--- src/rtl/i2srx_pkg.sv ---
package i2srx_pkg;

    localparam int unsigned WORD_W = 32;
    localparam int unsigned HALF_W = WORD_W / 2;
    localparam int unsigned BYTE_W = 8;
    localparam int unsigned CNT_W  = $clog2(WORD_W + 1);

    typedef enum logic [1:0] {
        ST_OFF,
        ST_HUNT,
        ST_LEFT,
        ST_RIGHT
    } rx_state_e;

    typedef enum logic [2:0] {
        LEN_32  = 3'd0,
        LEN_24  = 3'd1,
        LEN_20  = 3'd2,
        LEN_18  = 3'd3,
        LEN_16  = 3'd4,
        LEN_P16 = 3'd5,
        LEN_8   = 3'd6,
        LEN_P8  = 3'd7
    } len_code_e;

    function automatic logic [CNT_W-1:0] code_len(input logic [2:0] code);
        unique case (code)
            LEN_32:           return CNT_W'(32);
            LEN_24:           return CNT_W'(24);
            LEN_20:           return CNT_W'(20);
            LEN_18:           return CNT_W'(18);
            LEN_16, LEN_P16:  return CNT_W'(16);
            default:          return CNT_W'(8);
        endcase
    endfunction

    function automatic logic is_packed(input logic [2:0] code);
        return (code == LEN_P16) || (code == LEN_P8);
    endfunction

endpackage

--- src/rtl/i2srx_front.sv ---
module i2srx_front (
    input  logic clk,
    input  logic rst_n,
    input  logic bit_stb,
    input  logic ws,
    input  logic sd_pin,
    input  logic sd_tx,
    input  logic loopback,
    input  logic fmt_lj,
    output logic bit_val,
    output logic slot_start,
    output logic slot_left
);
    logic       ws_d;
    logic       ws_d2;
    logic [1:0] hist;

    always_comb begin
        bit_val = loopback ? sd_tx : sd_pin;
        if (fmt_lj) begin
            slot_start = (hist != 2'd0) && (ws != ws_d);
            slot_left  = ws;
        end else begin
            slot_start = (hist == 2'd2) && (ws_d != ws_d2);
            slot_left  = ~ws_d;
        end
    end

    always_ff @(posedge clk or negedge rst_n) begin
        if (!rst_n) begin
            ws_d  <= 1'b0;
            ws_d2 <= 1'b0;
            hist  <= 2'd0;
        end else if (bit_stb) begin
            ws_d  <= ws;
            ws_d2 <= ws_d;
            if (hist != 2'd2) hist <= hist + 2'd1;
        end
    end
endmodule

--- src/rtl/i2srx_fsm.sv ---
module i2srx_fsm
    import i2srx_pkg::*;
(
    input  logic              clk,
    input  logic              rst_n,
    input  logic              enable,
    input  logic              bit_stb,
    input  logic              bit_val,
    input  logic              slot_start,
    input  logic              slot_left,
    input  logic [2:0]        len_code,
    input  logic              rx_mono,
    output logic              emit_v,
    output logic [WORD_W-1:0] emit_data,
    output logic              emit_right
);
    rx_state_e         state, nxt;
    logic [CNT_W-1:0]  cnt;
    logic [CNT_W-1:0]  len;
    logic [WORD_W-2:0] sh;
    logic [WORD_W-1:0] hold_left;
    logic [WORD_W-1:0] sample;
    logic [WORD_W-1:0] src;
    logic              in_slot;
    logic              open_slot;
    logic              done;

    always_comb begin
        len       = code_len(len_code);
        in_slot   = (state == ST_LEFT) || (state == ST_RIGHT);
        open_slot = enable && bit_stb && slot_start &&
                    (in_slot || ((state == ST_HUNT) && slot_left));
        done      = enable && bit_stb && !slot_start && in_slot &&
                    (cnt != len) && ((cnt + CNT_W'(1)) == len);
        sample    = {sh, bit_val};
    end

    always_comb begin
        nxt = state;
        unique case (state)
            ST_OFF:  if (enable) nxt = ST_HUNT;
            ST_HUNT, ST_LEFT, ST_RIGHT:
                if (open_slot) nxt = slot_left ? ST_LEFT : ST_RIGHT;
            default: nxt = ST_OFF;
        endcase
        if (!enable) nxt = ST_OFF;
    end

    always_ff @(posedge clk or negedge rst_n) begin
        if (!rst_n) state <= ST_OFF;
        else        state <= nxt;
    end

    always_ff @(posedge clk or negedge rst_n) begin
        if (!rst_n) begin
            cnt       <= '0;
            sh        <= '0;
            hold_left <= '0;
        end else begin
            if (open_slot) begin
                cnt <= CNT_W'(1);
                sh  <= {{(WORD_W-2){1'b0}}, bit_val};
            end else if (enable && bit_stb && in_slot && (cnt != len)) begin
                cnt <= cnt + CNT_W'(1);
                sh  <= sample[WORD_W-2:0];
            end
            if (done && (state == ST_LEFT)) hold_left <= sample;
        end
    end

    always_comb begin
        emit_v     = 1'b0;
        emit_data  = '0;
        emit_right = 1'b0;
        src        = rx_mono ? hold_left : sample;
        if (done) begin
            if (state == ST_LEFT) begin
                if (!is_packed(len_code)) begin
                    emit_v    = 1'b1;
                    emit_data = sample;
                end
            end else begin
                emit_v = 1'b1;
                if (len_code == LEN_P16) begin
                    emit_data = {src[HALF_W-1:0], hold_left[HALF_W-1:0]};
                end else if (len_code == LEN_P8) begin
                    emit_data = {{(WORD_W-2*BYTE_W){1'b0}},
                                 src[BYTE_W-1:0], hold_left[BYTE_W-1:0]};
                end else begin
                    emit_data  = src;
                    emit_right = 1'b1;
                end
            end
        end
    end
endmodule

--- src/rtl/i2srx_outreg.sv ---
module i2srx_outreg
    import i2srx_pkg::*;
(
    input  logic              clk,
    input  logic              rst_n,
    input  logic              emit_v,
    input  logic [WORD_W-1:0] emit_data,
    input  logic              emit_right,
    input  logic              out_ready,
    output logic              out_valid,
    output logic [WORD_W-1:0] out_data,
    output logic              out_right,
    output logic              overrun
);
    always_ff @(posedge clk or negedge rst_n) begin
        if (!rst_n) begin
            out_valid <= 1'b0;
            out_data  <= '0;
            out_right <= 1'b0;
            overrun   <= 1'b0;
        end else begin
            overrun <= emit_v && out_valid && !out_ready;
            if (emit_v) begin
                out_valid <= 1'b1;
                out_data  <= emit_data;
                out_right <= emit_right;
            end else if (out_ready) begin
                out_valid <= 1'b0;
            end
        end
    end
endmodule

--- src/rtl/i2s_rx_deser.sv ---
module i2s_rx_deser
    import i2srx_pkg::*;
(
    input  logic              clk,
    input  logic              rst_n,
    input  logic              enable,
    input  logic              fmt_lj,
    input  logic [2:0]        len_code,
    input  logic              rx_mono,
    input  logic              loopback,
    input  logic              bit_stb,
    input  logic              ws,
    input  logic              sd_pin,
    input  logic              sd_tx,
    input  logic              out_ready,
    output logic              out_valid,
    output logic [WORD_W-1:0] out_data,
    output logic              out_right,
    output logic              overrun
);
    logic              bit_val;
    logic              slot_start;
    logic              slot_left;
    logic              emit_v;
    logic [WORD_W-1:0] emit_data;
    logic              emit_right;

    i2srx_front u_front (
        .clk        (clk),
        .rst_n      (rst_n),
        .bit_stb    (bit_stb),
        .ws         (ws),
        .sd_pin     (sd_pin),
        .sd_tx      (sd_tx),
        .loopback   (loopback),
        .fmt_lj     (fmt_lj),
        .bit_val    (bit_val),
        .slot_start (slot_start),
        .slot_left  (slot_left)
    );

    i2srx_fsm u_fsm (
        .clk        (clk),
        .rst_n      (rst_n),
        .enable     (enable),
        .bit_stb    (bit_stb),
        .bit_val    (bit_val),
        .slot_start (slot_start),
        .slot_left  (slot_left),
        .len_code   (len_code),
        .rx_mono    (rx_mono),
        .emit_v     (emit_v),
        .emit_data  (emit_data),
        .emit_right (emit_right)
    );

    i2srx_outreg u_out (
        .clk        (clk),
        .rst_n      (rst_n),
        .emit_v     (emit_v),
        .emit_data  (emit_data),
        .emit_right (emit_right),
        .out_ready  (out_ready),
        .out_valid  (out_valid),
        .out_data   (out_data),
        .out_right  (out_right),
        .overrun    (overrun)
    );
endmodule

--- config.mk ---
export PLATFORM = sky130hd
export DESIGN_NAME = i2s_rx_deser
export DESIGN_NICKNAME = d
export VERILOG_FILES = /design/src/rtl/i2srx_pkg.sv /design/src/rtl/i2srx_front.sv /design/src/rtl/i2srx_fsm.sv /design/src/rtl/i2srx_outreg.sv /design/src/rtl/i2s_rx_deser.sv
export SDC_FILE = /design/constraint.sdc
export NUM_CORES = 1
export LEC_CHECK = 0
export CORE_ASPECT_RATIO = 0.7
export CORE_UTILIZATION = 53
export DETAILED_ROUTE_END_ITERATION = 12
export PLACE_DENSITY_LB_ADDON = 0.05
export SYNTH_ARGS = -nofsm -noshare
export SYNTH_HDL_FRONTEND = slang
export SYNTH_HIERARCHICAL = 1
export SYNTH_SLANG_ARGS = --single-unit
export TNS_END_PERCENT = 5
--- constraint.sdc ---
create_clock -name clk -period 3.17 [get_ports clk]
set_clock_uncertainty 0.1 [all_clocks]
set_input_delay 0.951 -clock clk [delete_from_list [all_inputs] [get_ports clk]]
set_output_delay 0.951 -clock clk [all_outputs]
set_load 0.03 [all_outputs]
==> reports/metrics.json, run 1 <==
{
  "status": {
    "result_of_the_run": "completed"
  },
  "yosys": {
    "yosys_cell_types": 48,
    "postSynth.topFlopCell": "sky130_fd_sc_hd__dfrtp_1",
    "synth.cell_area_um2": 5886,
    "synthCells": 541,
    "ys_ff_latch": 110,
    "synthesis.yosys.warnings": 6,
    "yosysSeqAreaShare": 0.4677,
    "async_reset_ff_frac": 1.000,
    "post_synth.cell_area_avg_um2": 10.88,
    "synth-edff-count": 0,
    "syn-num-nets": 558
  },
  "final_layout": {
    "multi_input_area_um2": 2949,
    "finish.utilization": 0.6769,
    "register_area_um2": 2753,
    "drive_above_1_share": 0.2439,
    "final.fill_count": 877,
    "layout-area-overhead-vs-synth_pct": 21.34,
    "most_common_library_cell_in_the_layout_ignoring_fill_and_taps": "sky130_fd_sc_hd__dfrtp_1",
    "top_library_cells_by_usage_in_the_layout_fill_and_taps_aside": "sky130_fd_sc_hd__dfrtp_1 (110), sky130_fd_sc_hd__nor2_1 (51), sky130_fd_sc_hd__clkdlybuf4s50_1 (42)",
    "final_nets": 623,
    "antenna_cells_inserted": 0
  },
  "floorplan": {
    "fp.dieW_um": 128.0,
    "die_h_um": 90.17,
    "initial_util": 0.5579,
    "core-area_um2": 10550,
    "design.die.area_um2": 11540,
    "core.rowCount": 31,
    "ios": 49
  },
  "power_and_ir_drop": {
    "cellPowerDensity_nw_per_um2": 430.8,
    "pwr-share-seq": 0.475,
    "power.clock.fraction": 0.377,
    "switching_power_mw": 0.8048,
    "p_comb_frac": 0.149,
    "power.ir.vdd_worst_mv": 0.2829,
    "int_power_mw": 2.272,
    "p_leak_nw": 3.105,
    "p_sw_frac": 0.2616,
    "finalPower_mw": 3.077
  },
  "routing": {
    "final_antenna_net_count": 0,
    "vias": 4400,
    "drt-initial-drc-count": 329,
    "routed-wl-met3_um": 813,
    "route.met2.wl_um": 6410,
    "drt-total-wl_um": 14520,
    "m1WireLength_um": 7088,
    "via_density_per_instance": 5.797,
    "routedWlPerCell_um": 19.13,
    "top_layer_used": "met4",
    "detail_route.first_pass.iterations": 5,
    "drc_errors": 0
  },
  "sta": {
    "post-route-min-period_ns": 3.101,
    "final.period_utilization": 0.9781,
    "unrepaired_setup_endpoints_after_global_routing": "yes",
    "finalSetupTns_ns": 0,
    "worstMarginPinSlew_ns": 0.6527,
    "final-max-slew-violation-count": 0,
    "final-setup-viol-count": 0,
    "timing_limited_maximum_frequency_ghz": 0.3225,
    "slew_headroom": 0.5648,
    "final_hold_viol_count": 0,
    "postLayoutSetupSlackWorst_ns": 0.06930
  },
  "setup_path": {
    "crit_path_start_kind": "input port",
    "top_delay_family_on_crit_path": "simple AND/OR/NAND/NOR gates",
    "critPathMaxFanout": 10,
    "critical_path_arrival_ns": 3.24,
    "worstSetupPathType": "in -> reg",
    "setup.reg_to_reg.worst_slack_ns": 0.09,
    "critical_path.n_buffers_inverters": 3,
    "max_stage_delay_ns": 0.54,
    "path_cells": "buf_2, or2_4, mux2i_1, a21oi_1, or4b_4, or3_4, nor2_4, buf_4, buf_6, mux2_4",
    "crit_path_top_delay_cell": "sky130_fd_sc_hd__or4b_4",
    "worst_ep_required_time_ns": 3.30,
    "setup.worst_path.end_class": "flop"
  },
  "worst_hold_path": {
    "tightest_hold_check_type": "reg -> reg"
  },
  "global_routing": {
    "grt_first_pass_wirelength_um": 23780,
    "grt.overflow.total": 0,
    "grt_antenna_before_repair": 0,
    "grt_use_total": 0.2715,
    "grt_pass1_vias": 4214,
    "grt_max_degree": 49
  },
  "placed_design": {
    "place_hpwl_um": 9956,
    "post_placement_setup_slack_ns": -0.6892,
    "port_buffers": 48,
    "gpl.final_weighted_congestion": 0.8864
  },
  "cts": {
    "tritoncts.num_buffers": 9,
    "clock_h_tree_levels": 3,
    "tritoncts": "done",
    "cts.sink_count": 110,
    "insertion_delay_ns": 0.35,
    "clkSlewWorstSetupHoldPaths_ns": 0.07,
    "ctsHoldBuffers": 0,
    "buffer_depth_of_the_longest_clock_path": 2,
    "clk_root_buffer_cell": "sky130_fd_sc_hd__clkbuf_16"
  },
  "flow_run": {
    "cap_viol_max_count": 0
  }
}
metal layers:
layer,global-route usage,vias up
met5,0,-
met4,0.06373,0
met3,0.05179,20
met2,0.3927,142
met1,0.4180,2199
li1,-,2039
through the flow:
step                      cell area (um^2)  cells  hold WS, ns
after global placement                6713    740       0.3714
after CTS                             7152    760       0.4088
after global routing                  7142    759       0.4217
final                                 7142    759       0.4044
after detailed placement              6713    740       0.3915
after floorplan                       5921    541       0.3579
what timing repair did:
item,in CTS,in global routing
buffers inserted,2,0
setup endpoints to repair,70,13
pin swaps,4,6
resized for setup,25,8
gates cloned,2,0
cell families (layout without fill, tap and decap cells):
kind of cell	after synthesis	after routing	share of synthesized area
flip-flops	110	110	0.4677
buffers and inverters	48	118	0.04634
adder cells (fa/ha/maj)	3	3	0.006378
AND/OR/NAND/NOR	165	165	0.1441
multiplexers	105	105	0.2113
AO/OA/AOI/OAI	99	99	0.1078
XOR/XNOR	11	11	0.01637
power by group through the flow:
stage / registers, mW / clock network (mW) / logic [mW]
6_report: 1.46 / 1.16 / 0.458
5_1_grt: 1.46 / 1.24 / 0.497
4_1_cts: 1.46 / 1.18 / 0.447
3_5_place_dp: 1.48 / 0 / 0.433
3_3_place_gp: 1.48 / 0 / 0.422
2_1_floorplan: 1.48 / 0 / 0.258
worst paths after layout:
path | start | to | cells after the start
hold reg to reg | u_fsm/hold_left[17]$_DFFE_PN0P_ | u_fsm/hold_left[17]$_DFFE_PN0P_ | 1
setup reg to reg | u_fsm/cnt[0]$_DFFE_PN0P_ | u_out/out_data[25]$_DFFE_PN0P_ | 10
max in group asynchronous | rst_n | u_fsm/sh[7]$_DFFE_PN0P_ | 2
min in group asynchronous | rst_n | u_fsm/cnt[5]$_DFFE_PN0P_ | 1
setup / recovery | len_code[0] | u_out/out_data[25]$_DFFE_PN0P_ | 10
hold / removal | u_fsm/hold_left[17]$_DFFE_PN0P_ | u_fsm/hold_left[17]$_DFFE_PN0P_ | 1
synthesized netlist by cell type, drive strengths merged, types with 2 or more instances:
cell / n / area (um^2)
a22oi: 8 / 60.06
dfrtp: 110 / 2753
a21oi: 23 / 115.1
nor2b: 3 / 26.27
xor2: 3 / 26.28
o21ai: 36 / 180.2
nand2: 18 / 67.56
buf: 20 / 167.6
o22a: 17 / 148.9
ha: 3 / 37.54
a21o: 2 / 15.01
a22o: 3 / 26.28
and3: 2 / 12.51
and2: 4 / 25.02
a2111oi: 3 / 28.78
nor3: 3 / 15.01
xnor2: 8 / 70.07
nand2b: 34 / 212.7
mux2: 70 / 893.4
and3b: 2 / 17.52
clkbuf: 21 / 78.83
nor2: 52 / 195.2
nand3: 38 / 190.2
inv: 7 / 26.28
nor4: 3 / 33.78
mux2i: 35 / 350.3
registers in the layout, indices dropped and copies added, names as in the netlist, 2 cells and up:
name / count
u_fsm/cnt: 6
u_out/out_data: 32
u_fsm/state: 2
u_front/hist: 2
u_fsm/hold_left: 32
u_fsm/sh: 31
layout make-up:
type | instances | share of cell area
flip-flops and latches | 110 | 0.3854
inverters | 7 | 0.003679
clock buffers | 9 | 0.03153
clock inverters | 7 | 0.01174
multi-input cells | 383 | 0.4129
repair buffers | 95 | 0.1288
well taps | 148 | 0.02593
Power figures use the tool's default switching activity.
==> run 2, diff against run 1 <==
CTS_CLUSTER_DIAMETER = 120   (was not set)
==> results of run 2 <==
Final layout, timing and power as in run 1 (identical DEF).
==> run 3, diff against run 2 <==
CORE_MARGIN = 5   (was not set)
MAX_ROUTING_LAYER = met4   (was not set)
PLACE_DENSITY_LB_ADDON = 0.25   (was 0.05)
==> run 3 against run 2 <==
Effect of this change:
- worst hold slack gained 0.0060 ns
- sequential share of layout area shrank 0.29 points
- critical endpoint is now u_fsm/hold_left[11]$_DFFE_PN0P_
- register-to-register slack hardly changed
- largest cell class unchanged
- clock power decreased by 7%
- largest power group unchanged
- routed wire length decreased by 0.91%
- global-route usage decreased by 4.3 points
- critical path depth unchanged
- sequential cell count unchanged
==> reports/metrics.json, run 3 (synthesized netlist as in run 1, its figures left out) <==
{
  "global_routing": {
    "grt_use_total": 0.2288,
    "gr-usage-met1": 0.3110,
    "grt_first_pass_wirelength_um": 23240,
    "grt_use_met2": 0.3394,
    "grt_pass1_vias": 4360,
    "grt_antenna_before_repair": 0,
    "grt_use_met3": 0.07055,
    "grt_max_degree": 69,
    "globalRoute.busiestLayer": "met2",
    "grt.overflow.total": 0
  },
  "cts": {
    "clock_h_tree_levels": 3,
    "insertion_delay_ns": 0.35,
    "buffer_depth_of_the_longest_clock_path": 2,
    "ctsHoldBuffers": 0,
    "tritoncts": "done",
    "tritoncts.num_buffers": 9,
    "clk_root_buffer_cell": "sky130_fd_sc_hd__clkbuf_16",
    "cts.sink_count": 110,
    "clkSlewWorstSetupHoldPaths_ns": 0.07
  },
  "floorplan": {
    "ios": 49,
    "core-area_um2": 10930,
    "design.die.area_um2": 13350,
    "fp.dieW_um": 136.0,
    "core.rowCount": 32,
    "die_h_um": 98.17,
    "initial_util": 0.5385
  },
  "setup_path": {
    "worstSetupPathType": "in -> reg",
    "critPathMaxFanout": 8,
    "critical_path.n_buffers_inverters": 4,
    "top_delay_family_on_crit_path": "simple AND/OR/NAND/NOR gates",
    "setup.worst_path.end_class": "flop",
    "critical_path_arrival_ns": 3.26,
    "reg2regPathDepth": 10,
    "crit_path_top_delay_cell": "sky130_fd_sc_hd__or4b_4",
    "path_cells": "buf_2, or2_4, mux2i_1, a21oi_1, or4b_4, buf_4, nor4_4, buf_4, bufbuf_16, mux2_2",
    "setup.reg_to_reg.worst_slack_ns": 0.08,
    "most_used_cell_along_the_critical_path": "sky130_fd_sc_hd__buf_4",
    "crit_path_start_kind": "input port",
    "worst_ep_required_time_ns": 3.30,
    "reg2reg_to": "u_fsm/hold_left[11]$_DFFE_PN0P_",
    "start_of_the_worst_register_to_register_path": "u_fsm/cnt[0]$_DFFE_PN0P_",
    "max_stage_delay_ns": 0.52
  },
  "sta": {
    "final-setup-viol-count": 0,
    "final_hold_viol_count": 0,
    "post-route-min-period_ns": 3.125,
    "unrepaired_setup_endpoints_after_global_routing": "yes",
    "final-max-slew-violation-count": 0,
    "timing_limited_maximum_frequency_ghz": 0.3200,
    "final.period_utilization": 0.9857,
    "slew_headroom": 0.5903,
    "worstMarginPinSlew_ns": 0.6122
  },
  "routing": {
    "final_antenna_net_count": 0,
    "vias": 4387,
    "drc_errors": 0,
    "drt-total-wl_um": 14390,
    "detail_route.first_pass.iterations": 5,
    "routedWlPerCell_um": 18.76,
    "via_density_per_instance": 5.720,
    "drt-initial-drc-count": 436
  },
  "worst_hold_path": {
    "timing.hold.worst_path_depth": 1,
    "tightest_hold_check_type": "reg -> reg",
    "holdPathEnd": "u_fsm/hold_left[30]$_DFFE_PN0P_",
    "holdCritStartpoint": "u_fsm/hold_left[30]$_DFFE_PN0P_"
  },
  "placed_design": {
    "place_hpwl_um": 9485,
    "gpl.final_weighted_congestion": 0.9152,
    "port_buffers": 48,
    "place_area_um2": 6709
  },
  "final_layout": {
    "top_regs": "u_fsm/hold_left: 32 flops, u_out/out_data: 32 flops, u_fsm/sh: 31 flops",
    "final_area_um2": 7197,
    "drive_above_1_share": 0.2476,
    "most_common_library_cell_in_the_layout_ignoring_fill_and_taps": "sky130_fd_sc_hd__dfrtp_1",
    "antenna_cells_inserted": 0,
    "layout-area-overhead-vs-synth_pct": 22.28,
    "top_library_cells_by_usage_in_the_layout_fill_and_taps_aside": "sky130_fd_sc_hd__dfrtp_1 (110), sky130_fd_sc_hd__nor2_1 (51), sky130_fd_sc_hd__clkdlybuf4s50_1 (42)",
    "final_nets": 626
  },
  "power_and_ir_drop": {
    "p_leak_nw": 3.131,
    "finalPower_mw": 2.974,
    "power.ir.vdd_worst_mv": 0.2440,
    "cellPowerDensity_nw_per_um2": 413.2
  },
  "flow_run": {
    "cap_viol_max_count": 0
  },
  "status": {
    "result_of_the_run": "completed"
  }
}
run 3: repair_timing:
| action | 4_1_cts | 5_1_grt |
|---|---|---|
| gates resized for setup | 20 | 12 |
| hold endpoints to repair | 0 | 0 |
| pin swaps | 4 | 6 |
| gates cloned | 4 | 0 |
| buffers inserted | 5 | 0 |
| endpoints found under the setup margin | 70 | 65 |
run 3: worst max-delay path by stage:
stage	start	endpoint	slack, ns	cells after the start
final	len_code[0]	u_fsm/hold_left[11]$_DFFE_PN0P_	0.05	10
after global routing	len_code[0]	u_fsm/hold_left[21]$_DFFE_PN0P_	-0.02	10
after CTS	u_fsm/cnt[0]$_DFFE_PN0P_	u_fsm/hold_left[1]$_DFFE_PN0P_	0.009	10
after detailed placement	len_code[0]	u_out/out_data[12]$_DFFE_PN0P_	-0.74	9
after global placement	len_code[0]	u_out/out_data[31]$_DFFE_PN0P_	-0.65	9
after floorplan	len_code[0]	u_out/out_data[19]$_DFFE_PN0P_	-0.25	11
run 3: area by class of cell:
class	instances	area [um^2]
well taps	153	191.4
clock inverters	6	42.54
repair buffers	98	1010
flip-flops and latches	110	2753
clock buffers	10	239.0
fillers	830	3734
inverters	7	26.28
multi-input cells	383	2935
run 3: where the power goes:
part | switching (mW) | internal (mW) | leakage (nW)
clock network | 0.522 | 0.558 | 0.135
logic | 0.229 | 0.208 | 1.47
registers | 0.0233 | 1.43 | 1.52
run 3: metal layers:
layer	part of all wire	routed length (um)	up-vias
met4	0.011	157	0
met5	0	0	-
met2	0.46	6668	144
met3	0.074	1061	17
met1	0.45	6502	2181
li1	-	-	2045
run 3: metrics by stage:
stage | worst slack [ns] | TNS [ns] | hold slack (ns) | cells | utilization
after floorplan | -0.2514 | -7.635 | 0.3579 | 541 | -
after global routing | -0.02101 | -0.07326 | 0.4278 | 767 | 0.6584
after global placement | -0.6483 | -43.68 | 0.3700 | 742 | 0.6138
after CTS | 0.008564 | 0 | 0.4129 | 767 | 0.6557
after detailed placement | -0.7368 | -45.91 | 0.3949 | 742 | 0.6138
final | 0.04538 | 0 | 0.4104 | 767 | 0.6584
